<file path="config.mk">
export PLATFORM = sky130hd
export DESIGN_NAME = chan_atten_route
export DESIGN_NICKNAME = d
export VERILOG_FILES = /design/src/rtl/chan_atten_pkg.sv /design/src/rtl/chan_atten_scale.sv /design/src/rtl/chan_route_sel.sv /design/src/rtl/chan_zero_run.sv /design/src/rtl/chan_gain_ramp.sv /design/src/rtl/chan_out_stage.sv /design/src/rtl/chan_atten_route.sv
export SDC_FILE = /design/constraint.sdc
export NUM_CORES = 2
export LEC_CHECK = 0
export BUFFER_PORTS_ARGS = -buffer_cell sky130_fd_sc_hd__buf_2
export CAP_MARGIN = 10
export CORE_ASPECT_RATIO = 1.5
export CORE_UTILIZATION = 55
export DETAILED_ROUTE_END_ITERATION = 8
export PLACE_DENSITY = 0.72
export REMOVE_ABC_BUFFERS = 1
export SLEW_MARGIN = 20
export SYNTH_ARGS = -nofsm -noshare
export SYNTH_HDL_FRONTEND = slang
export SYNTH_SLANG_ARGS = --single-unit
</file>
<file path="constraint.sdc">
create_clock -name clk_i -period 16.7 [get_ports clk_i]
set_input_delay 3.34 -clock clk_i [delete_from_list [all_inputs] [get_ports clk_i]]
set_output_delay 3.34 -clock clk_i [all_outputs]
set_load 0.01 [all_outputs]
</file>
<file path="src/rtl/chan_atten_pkg.sv">
package chan_atten_pkg;
  typedef enum logic [1:0] {
    SRC_NONE  = 2'b00,
    SRC_RIGHT = 2'b01,
    SRC_LEFT  = 2'b10,
    SRC_MIX   = 2'b11
  } src_sel_e;
endpackage

</file>
<file path="src/rtl/chan_atten_scale.sv">
module chan_atten_scale #(
  parameter int DATA_W = 24,
  parameter int ATT_W  = 8
) (
  input  logic                     clk_i,
  input  logic                     rst_ni,
  input  logic                     valid_i,
  input  logic signed [DATA_W-1:0] data_i,
  input  logic        [ATT_W-1:0]  code_i,
  output logic signed [DATA_W-1:0] data_o
);
  localparam int PROD_W = DATA_W + ATT_W + 2;

  logic        [ATT_W:0]    gain;
  logic signed [PROD_W-1:0] prod, shifted;

  // all-ones code means exact unity instead of 255/256
  assign gain    = (&code_i) ? {1'b1, {ATT_W{1'b0}}} : {1'b0, code_i};
  assign prod    = $signed({{(PROD_W-DATA_W){data_i[DATA_W-1]}}, data_i})
                 * $signed({{(PROD_W-ATT_W-1){1'b0}}, gain});
  assign shifted = prod >>> ATT_W;

  always_ff @(posedge clk_i or negedge rst_ni) begin
    if (!rst_ni)      data_o <= '0;
    else if (valid_i) data_o <= shifted[DATA_W-1:0];
  end

  assert_scale_fits_R2: assert property (@(posedge clk_i) disable iff (!rst_ni)
    valid_i |-> (shifted[PROD_W-1:DATA_W-1] == '0 || shifted[PROD_W-1:DATA_W-1] == '1));
  assert_code_zero_R2: assert property (@(posedge clk_i) disable iff (!rst_ni)
    (valid_i && code_i == '0) |=> data_o == '0);
  assert_code_full_R3: assert property (@(posedge clk_i) disable iff (!rst_ni)
    (valid_i && (&code_i)) |=> data_o == $past(data_i));
endmodule

</file>
<file path="src/rtl/chan_route_sel.sv">
module chan_route_sel
  import chan_atten_pkg::*;
#(
  parameter int DATA_W = 24
) (
  input  logic signed [DATA_W-1:0] left_i,
  input  logic signed [DATA_W-1:0] right_i,
  input  logic signed [DATA_W-1:0] mix_i,
  input  src_sel_e                 sel_i,
  output logic signed [DATA_W-1:0] data_o
);
  always_comb begin
    unique case (sel_i)
      SRC_RIGHT: data_o = right_i;
      SRC_LEFT:  data_o = left_i;
      SRC_MIX:   data_o = mix_i;
      default:   data_o = '0;
    endcase
  end
endmodule

</file>
<file path="src/rtl/chan_zero_run.sv">
module chan_zero_run #(
  parameter int ZERO_RUN = 1024
) (
  input  logic clk_i,
  input  logic rst_ni,
  input  logic valid_i,
  input  logic zero_i,
  output logic flag_o
);
  localparam int CNT_W = $clog2(ZERO_RUN);
  localparam logic [CNT_W-1:0] LAST = CNT_W'(ZERO_RUN - 1);

  logic [CNT_W-1:0] cnt_q;

  always_ff @(posedge clk_i or negedge rst_ni) begin
    if (!rst_ni) begin
      cnt_q  <= '0;
      flag_o <= 1'b0;
    end else if (valid_i) begin
      if (!zero_i) begin
        cnt_q  <= '0;
        flag_o <= 1'b0;
      end else if (cnt_q == LAST) begin
        flag_o <= 1'b1;
      end else begin
        cnt_q <= cnt_q + 1'b1;
      end
    end
  end

  assert_nonzero_clears_R7: assert property (@(posedge clk_i) disable iff (!rst_ni)
    (valid_i && !zero_i) |=> !flag_o);
  assert_idle_holds_R7: assert property (@(posedge clk_i) disable iff (!rst_ni)
    !valid_i |=> $stable(flag_o));
  assert_rise_on_zero_R7: assert property (@(posedge clk_i) disable iff (!rst_ni)
    $rose(flag_o) |-> $past(valid_i && zero_i));
endmodule

</file>
<file path="src/rtl/chan_gain_ramp.sv">
module chan_gain_ramp #(
  parameter int GAIN_W = 10
) (
  input  logic              clk_i,
  input  logic              rst_ni,
  input  logic              step_i,
  input  logic              mute_i,
  output logic [GAIN_W-1:0] gain_o
);
  localparam logic [GAIN_W-1:0] UNITY = {1'b1, {(GAIN_W-1){1'b0}}};

  always_ff @(posedge clk_i or negedge rst_ni) begin
    if (!rst_ni) gain_o <= UNITY;
    else if (step_i) begin
      if (mute_i && gain_o != '0)          gain_o <= gain_o - 1'b1;
      else if (!mute_i && gain_o != UNITY) gain_o <= gain_o + 1'b1;
    end
  end

  assert_gain_bound_R9: assert property (@(posedge clk_i) disable iff (!rst_ni)
    gain_o <= UNITY);
  assert_gain_hold_R9: assert property (@(posedge clk_i) disable iff (!rst_ni)
    !step_i |=> $stable(gain_o));
  assert_gain_falls_R9: assert property (@(posedge clk_i) disable iff (!rst_ni)
    (step_i && mute_i) |=> gain_o <= $past(gain_o));
  assert_gain_rises_R9: assert property (@(posedge clk_i) disable iff (!rst_ni)
    (step_i && !mute_i) |=> gain_o >= $past(gain_o));
endmodule

</file>
<file path="src/rtl/chan_out_stage.sv">
module chan_out_stage #(
  parameter int DATA_W = 24,
  parameter int GAIN_W = 10
) (
  input  logic                     clk_i,
  input  logic                     rst_ni,
  input  logic                     valid_i,
  input  logic                     dis_i,
  input  logic signed [DATA_W-1:0] data_i,
  input  logic        [GAIN_W-1:0] gain_i,
  output logic signed [DATA_W-1:0] data_o
);
  localparam int PROD_W = DATA_W + GAIN_W + 1;

  logic signed [PROD_W-1:0] prod, shifted;

  assign prod    = $signed({{(PROD_W-DATA_W){data_i[DATA_W-1]}}, data_i})
                 * $signed({{(PROD_W-GAIN_W){1'b0}}, gain_i});
  assign shifted = prod >>> (GAIN_W - 1);

  always_ff @(posedge clk_i or negedge rst_ni) begin
    if (!rst_ni)      data_o <= '0;
    else if (valid_i) data_o <= dis_i ? '0 : shifted[DATA_W-1:0];
  end

  assert_ramp_fits_R9: assert property (@(posedge clk_i) disable iff (!rst_ni)
    valid_i |-> (shifted[PROD_W-1:DATA_W-1] == '0 || shifted[PROD_W-1:DATA_W-1] == '1));
  assert_disable_zero_R10: assert property (@(posedge clk_i) disable iff (!rst_ni)
    (valid_i && dis_i) |=> data_o == '0);
endmodule

</file>
<file path="src/rtl/chan_atten_route.sv">
module chan_atten_route
  import chan_atten_pkg::*;
#(
  parameter int DATA_W   = 24,
  parameter int ATT_W    = 8,
  parameter int GAIN_W   = 10,
  parameter int ZERO_RUN = 1024
) (
  input  logic              clk_i,
  input  logic              rst_ni,
  input  logic              valid_i,
  input  logic [DATA_W-1:0] left_i,
  input  logic [DATA_W-1:0] right_i,
  input  logic [ATT_W-1:0]  att_left_i,
  input  logic [ATT_W-1:0]  att_right_i,
  input  logic [3:0]        route_i,
  input  logic              mute_i,
  input  logic              auto_en_i,
  input  logic              ext_mute_i,
  input  logic              op_dis_i,
  output logic              valid_o,
  output logic [DATA_W-1:0] left_o,
  output logic [DATA_W-1:0] right_o,
  output logic              automute_o
);
  localparam int NCH = 2;

  logic signed [DATA_W-1:0] din    [NCH];
  logic signed [DATA_W-1:0] stg1   [NCH];
  logic signed [DATA_W-1:0] routed [NCH];
  logic signed [DATA_W-1:0] dout   [NCH];
  logic        [ATT_W-1:0]  code   [NCH];
  src_sel_e                 sel    [NCH];
  logic signed [DATA_W:0]   mix_sum;
  logic signed [DATA_W-1:0] mix;
  logic [GAIN_W-1:0]        gain;
  logic                     v1_q, am, soft_mute;

  assign din[0]  = $signed(left_i);
  assign din[1]  = $signed(right_i);
  assign code[0] = att_left_i;
  assign code[1] = att_right_i;
  assign sel[0]  = src_sel_e'(route_i[3:2]);
  assign sel[1]  = src_sel_e'(route_i[1:0]);

  // extra sign bit keeps the average from wrapping
  assign mix_sum = {stg1[0][DATA_W-1], stg1[0]} + {stg1[1][DATA_W-1], stg1[1]};
  assign mix     = mix_sum[DATA_W:1];

  for (genvar ch = 0; ch < NCH; ch++) begin : g_ch
    chan_atten_scale #(.DATA_W(DATA_W), .ATT_W(ATT_W)) u_scale (
      .clk_i, .rst_ni, .valid_i,
      .data_i(din[ch]), .code_i(code[ch]), .data_o(stg1[ch]));
    chan_route_sel #(.DATA_W(DATA_W)) u_route (
      .left_i(stg1[0]), .right_i(stg1[1]), .mix_i(mix),
      .sel_i(sel[ch]), .data_o(routed[ch]));
    chan_out_stage #(.DATA_W(DATA_W), .GAIN_W(GAIN_W)) u_out (
      .clk_i, .rst_ni, .valid_i(v1_q), .dis_i(op_dis_i),
      .data_i(routed[ch]), .gain_i(gain), .data_o(dout[ch]));
  end

  chan_zero_run #(.ZERO_RUN(ZERO_RUN)) u_zero (
    .clk_i, .rst_ni, .valid_i,
    .zero_i(left_i == '0 && right_i == '0), .flag_o(am));

  assign soft_mute = mute_i | ext_mute_i | (am & auto_en_i);

  chan_gain_ramp #(.GAIN_W(GAIN_W)) u_ramp (
    .clk_i, .rst_ni, .step_i(v1_q), .mute_i(soft_mute), .gain_o(gain));

  always_ff @(posedge clk_i or negedge rst_ni) begin
    if (!rst_ni) begin
      v1_q    <= 1'b0;
      valid_o <= 1'b0;
    end else begin
      v1_q    <= valid_i;
      valid_o <= v1_q;
    end
  end

  assign left_o     = dout[0];
  assign right_o    = dout[1];
  assign automute_o = am;

  assert_stage1_R6: assert property (@(posedge clk_i) disable iff (!rst_ni)
    valid_i |=> v1_q);
  assert_stage2_R6: assert property (@(posedge clk_i) disable iff (!rst_ni)
    v1_q |=> valid_o);
  assert_left_none_R4: assert property (@(posedge clk_i) disable iff (!rst_ni)
    (v1_q && route_i[3:2] == 2'b00) |=> left_o == '0);
  assert_right_none_R4: assert property (@(posedge clk_i) disable iff (!rst_ni)
    (v1_q && route_i[1:0] == 2'b00) |=> right_o == '0);
  assert_no_auto_R8: assert property (@(posedge clk_i) disable iff (!rst_ni)
    (v1_q && !mute_i && !ext_mute_i && !auto_en_i) |=> gain >= $past(gain));
endmodule

</file>
==> metrics.txt <==
Synth area leader=fa_1; CTS Buf Count=17; wire per inst=18.9 um; CTS tree=built; vias=27789; routed wire length=94000 um; main combinational cell family by area after synthesis=adder cells; Avg Inst Size Synth=9.00 um2; Yosys reg bits=119; Post-CTS Setup Bufs=0; Max Clock Freq=94.2 MHz; root buf cell=clkbuf_16; number of remaining DRC errors=0; largest net degree at the start of global routing=128; post-synthesis cell type count=84; worst slew pin tran=1.08 ns; grt ovf=0; clk sinks=119; fillers=5904; # rows=116; unrepaired setup endpoints after global routing=false; crit path max fanout=30; cell with the most instances after synthesis=inv_1; compound-gate portion of the synthesized area=7.63%; remaining antenna violation count=0; Arr. time, crit path=10.92 ns; Reg area=2980 um2; Die H=319 um; setup TNS=0 ns; GP Congestion=0.969; element type at the critical path start=input port; area added between synthesis and finish=4.97%; PortBufs=124; max cap viols=0; WS Path Type=in -> reg; Core Area=66600 um2; max_slew headroom=27.5%; Main synth FF type=dfrtp_1; Setup Viol. Count Final=0; number of global-route vias before repair=29891; post-synthesis sequential area ratio=8.07%; Hold Path Class=reg -> reg; Post-CTS Resized=0; first-pass GRT wire length=156000 um; mux share of post-synthesis cell area=1.99%; NumNets Final=5195; share of layout cells above drive strength 1=6.66%; status=finished clean; adder-cell share of the synthesized area=50.5%; IO Pins=125; initial antenna violation count=4; final slew viol count=0; CP max stage delay=0.97 ns; Post-synth EDFFs=0; mapped cell area=36900 um2; cell count after synthesis=4101; Die Wd=214 um; share of the core filled with cells=58.2%; vias per cell=5.59; Most common cell on crit path=fa_1; asr flop ratio synth=100%; Crit-path slowest cell=nor2b_2; Reg clk slew, reported paths=0.06 ns; critical path cell sequence=buf_2 -> nor2b_2 -> nand2_1 -> o21ai_1 -> nand2_1 -> fa_1 -> inv_1 -> fa_1 -> fa_1 -> fa_1 -> inv_1 -> fa_1 -> inv_1 -> ha_1 -> a211oi_1 -> nand2_1 -> or2_2 -> o311a_1 -> or4b_1 -> nand2_1 -> o21ai_1 -> a21oi_1 -> xor2_1 -> o22ai_1; gr usage total=29.3%; Setup Skew=0.0209 ns; Final Hold Viols=0; CP Capture Type=register; Die Footprint=68200 um2; simple-gate portion of the synthesized area=16.8%; drt pass-1 iters=5; xor and xnor area share after synthesis=3.93%; Top delay family on crit path=adder cells; Hold Buf Count CTS=0; Synth top area share=40.2%; starting density of the core=55.4%; Synth area leaders=fa_1 (40%), ha_1 (10%), inv_1 (8.9%), dfrtp_1 (8.0%), nand2_1 (4.6%); Worst Path Buf+Inv=4; initial drt markers=1610; yosys warns=0; Worst-Skew Late Latency=0.46 ns; Critical Path RT=17.00 ns; placed wire-length estimate=75600 um; H-tree Lvls=4; footprint of the multi-input gates=29900 um2; Synth top cells by count=inv_1 (879), fa_1 (742), nand2_1 (451); fraction of the cycle the final worst path needs=63.6%; Longest Clk Path Bufs=2; min Tclk post-route=10.62 ns
[state kept, by name (all words and copies together) (netlist names)]
signal / count
g_ch.u_out.data_o: 48
g_ch.u_scale.data_o: 48
u_ramp.gain_o: 10
u_zero.cnt_q: 10
u_zero.flag_o: 1
v1_q: 1
valid_o: 1
[final cells by class]
class	count	area share [%]
multi-input cells	2897	77.0
inverters	879	8.52
flip-flops and latches	119	7.70
well taps	885	2.86
repair buffers	162	2.35
clock buffers	20	1.20
clock inverters	10	0.313
diodes	2	0.0129
[stage by stage]
stage | instances | cell area, um2 | setup slack [ns] | hold slack, ns
2_1_floorplan | 3895 | 36100 | 5.78 | 0.492
3_5_place_dp | 4942 | 38200 | 5.70 | 0.491
5_1_grt | 4974 | 38700 | 5.61 | 0.533
4_1_cts | 4972 | 38700 | 6.18 | 0.505
3_3_place_gp | 4942 | 38200 | 5.85 | 0.489
6_report | 4974 | 38700 | 6.08 | 0.501
[layer usage]
metal	track usage [%]	part of all wire, %
met1	34.9	38
met2	52.6	52
met3	2.65	4.6
met4	14.1	4.7
met5	0	0.024
[placed cells by master, fill, tap and decap left out, drive strengths merged, types with 17 or more instances in the layout]
cell	instances
inv	881
fa	742
nand2	451
ha	302
and3	265
and2	212
buf	162
dfrtp	118
xnor2	110
a21oi	110
o21ai	85
nor2	72
nor2b	60
a21o	53
xor2	53
mux2	44
o22ai	44
nand3	32
nand2b	32
mux2i	24
clkbuf	20
nand4	17
o21bai	17
a31oi	17
[final timing paths]
kind | from | to | slack (ns) | depth (start not counted)
max in group asynchronous | rst_ni | v1_q$_DFF_PN0_ | 12.48 | 2
max reg2reg | g_ch[1].u_scale.data_o[1]$_DFFE_PN0P_ | g_ch[0].u_out.data_o[22]$_DFFE_PN0P_ | 7.94 | 31
min in group asynchronous | rst_ni | g_ch[1].u_out.data_o[11]$_DFFE_PN0P_ | 2.84 | 1
min | g_ch[0].u_out.data_o[19]$_DFFE_PN0P_ | g_ch[0].u_out.data_o[19]$_DFFE_PN0P_ | 0.50 | 1
max | route_i[2] | g_ch[0].u_out.data_o[22]$_DFFE_PN0P_ | 6.08 | 24
min reg2reg | g_ch[0].u_out.data_o[19]$_DFFE_PN0P_ | g_ch[0].u_out.data_o[19]$_DFFE_PN0P_ | 0.50 | 1
[kinds of logic (layout without fill, tap and decap cells)]
group                      Yosys count  after routing
other                                0              2
DFF                                119            119
buffers and inverters             1085           1071
adders and majority gates         1044           1044
xor gates and xnor gates           164            164
muxes                               68             68
and+or+nand+nor                   1203           1203
AOI/OAI and AO/OA                  418            418
Power is not shown: default switching activity piles up to over one toggle a cycle in this logic, so the estimate is an artifact.
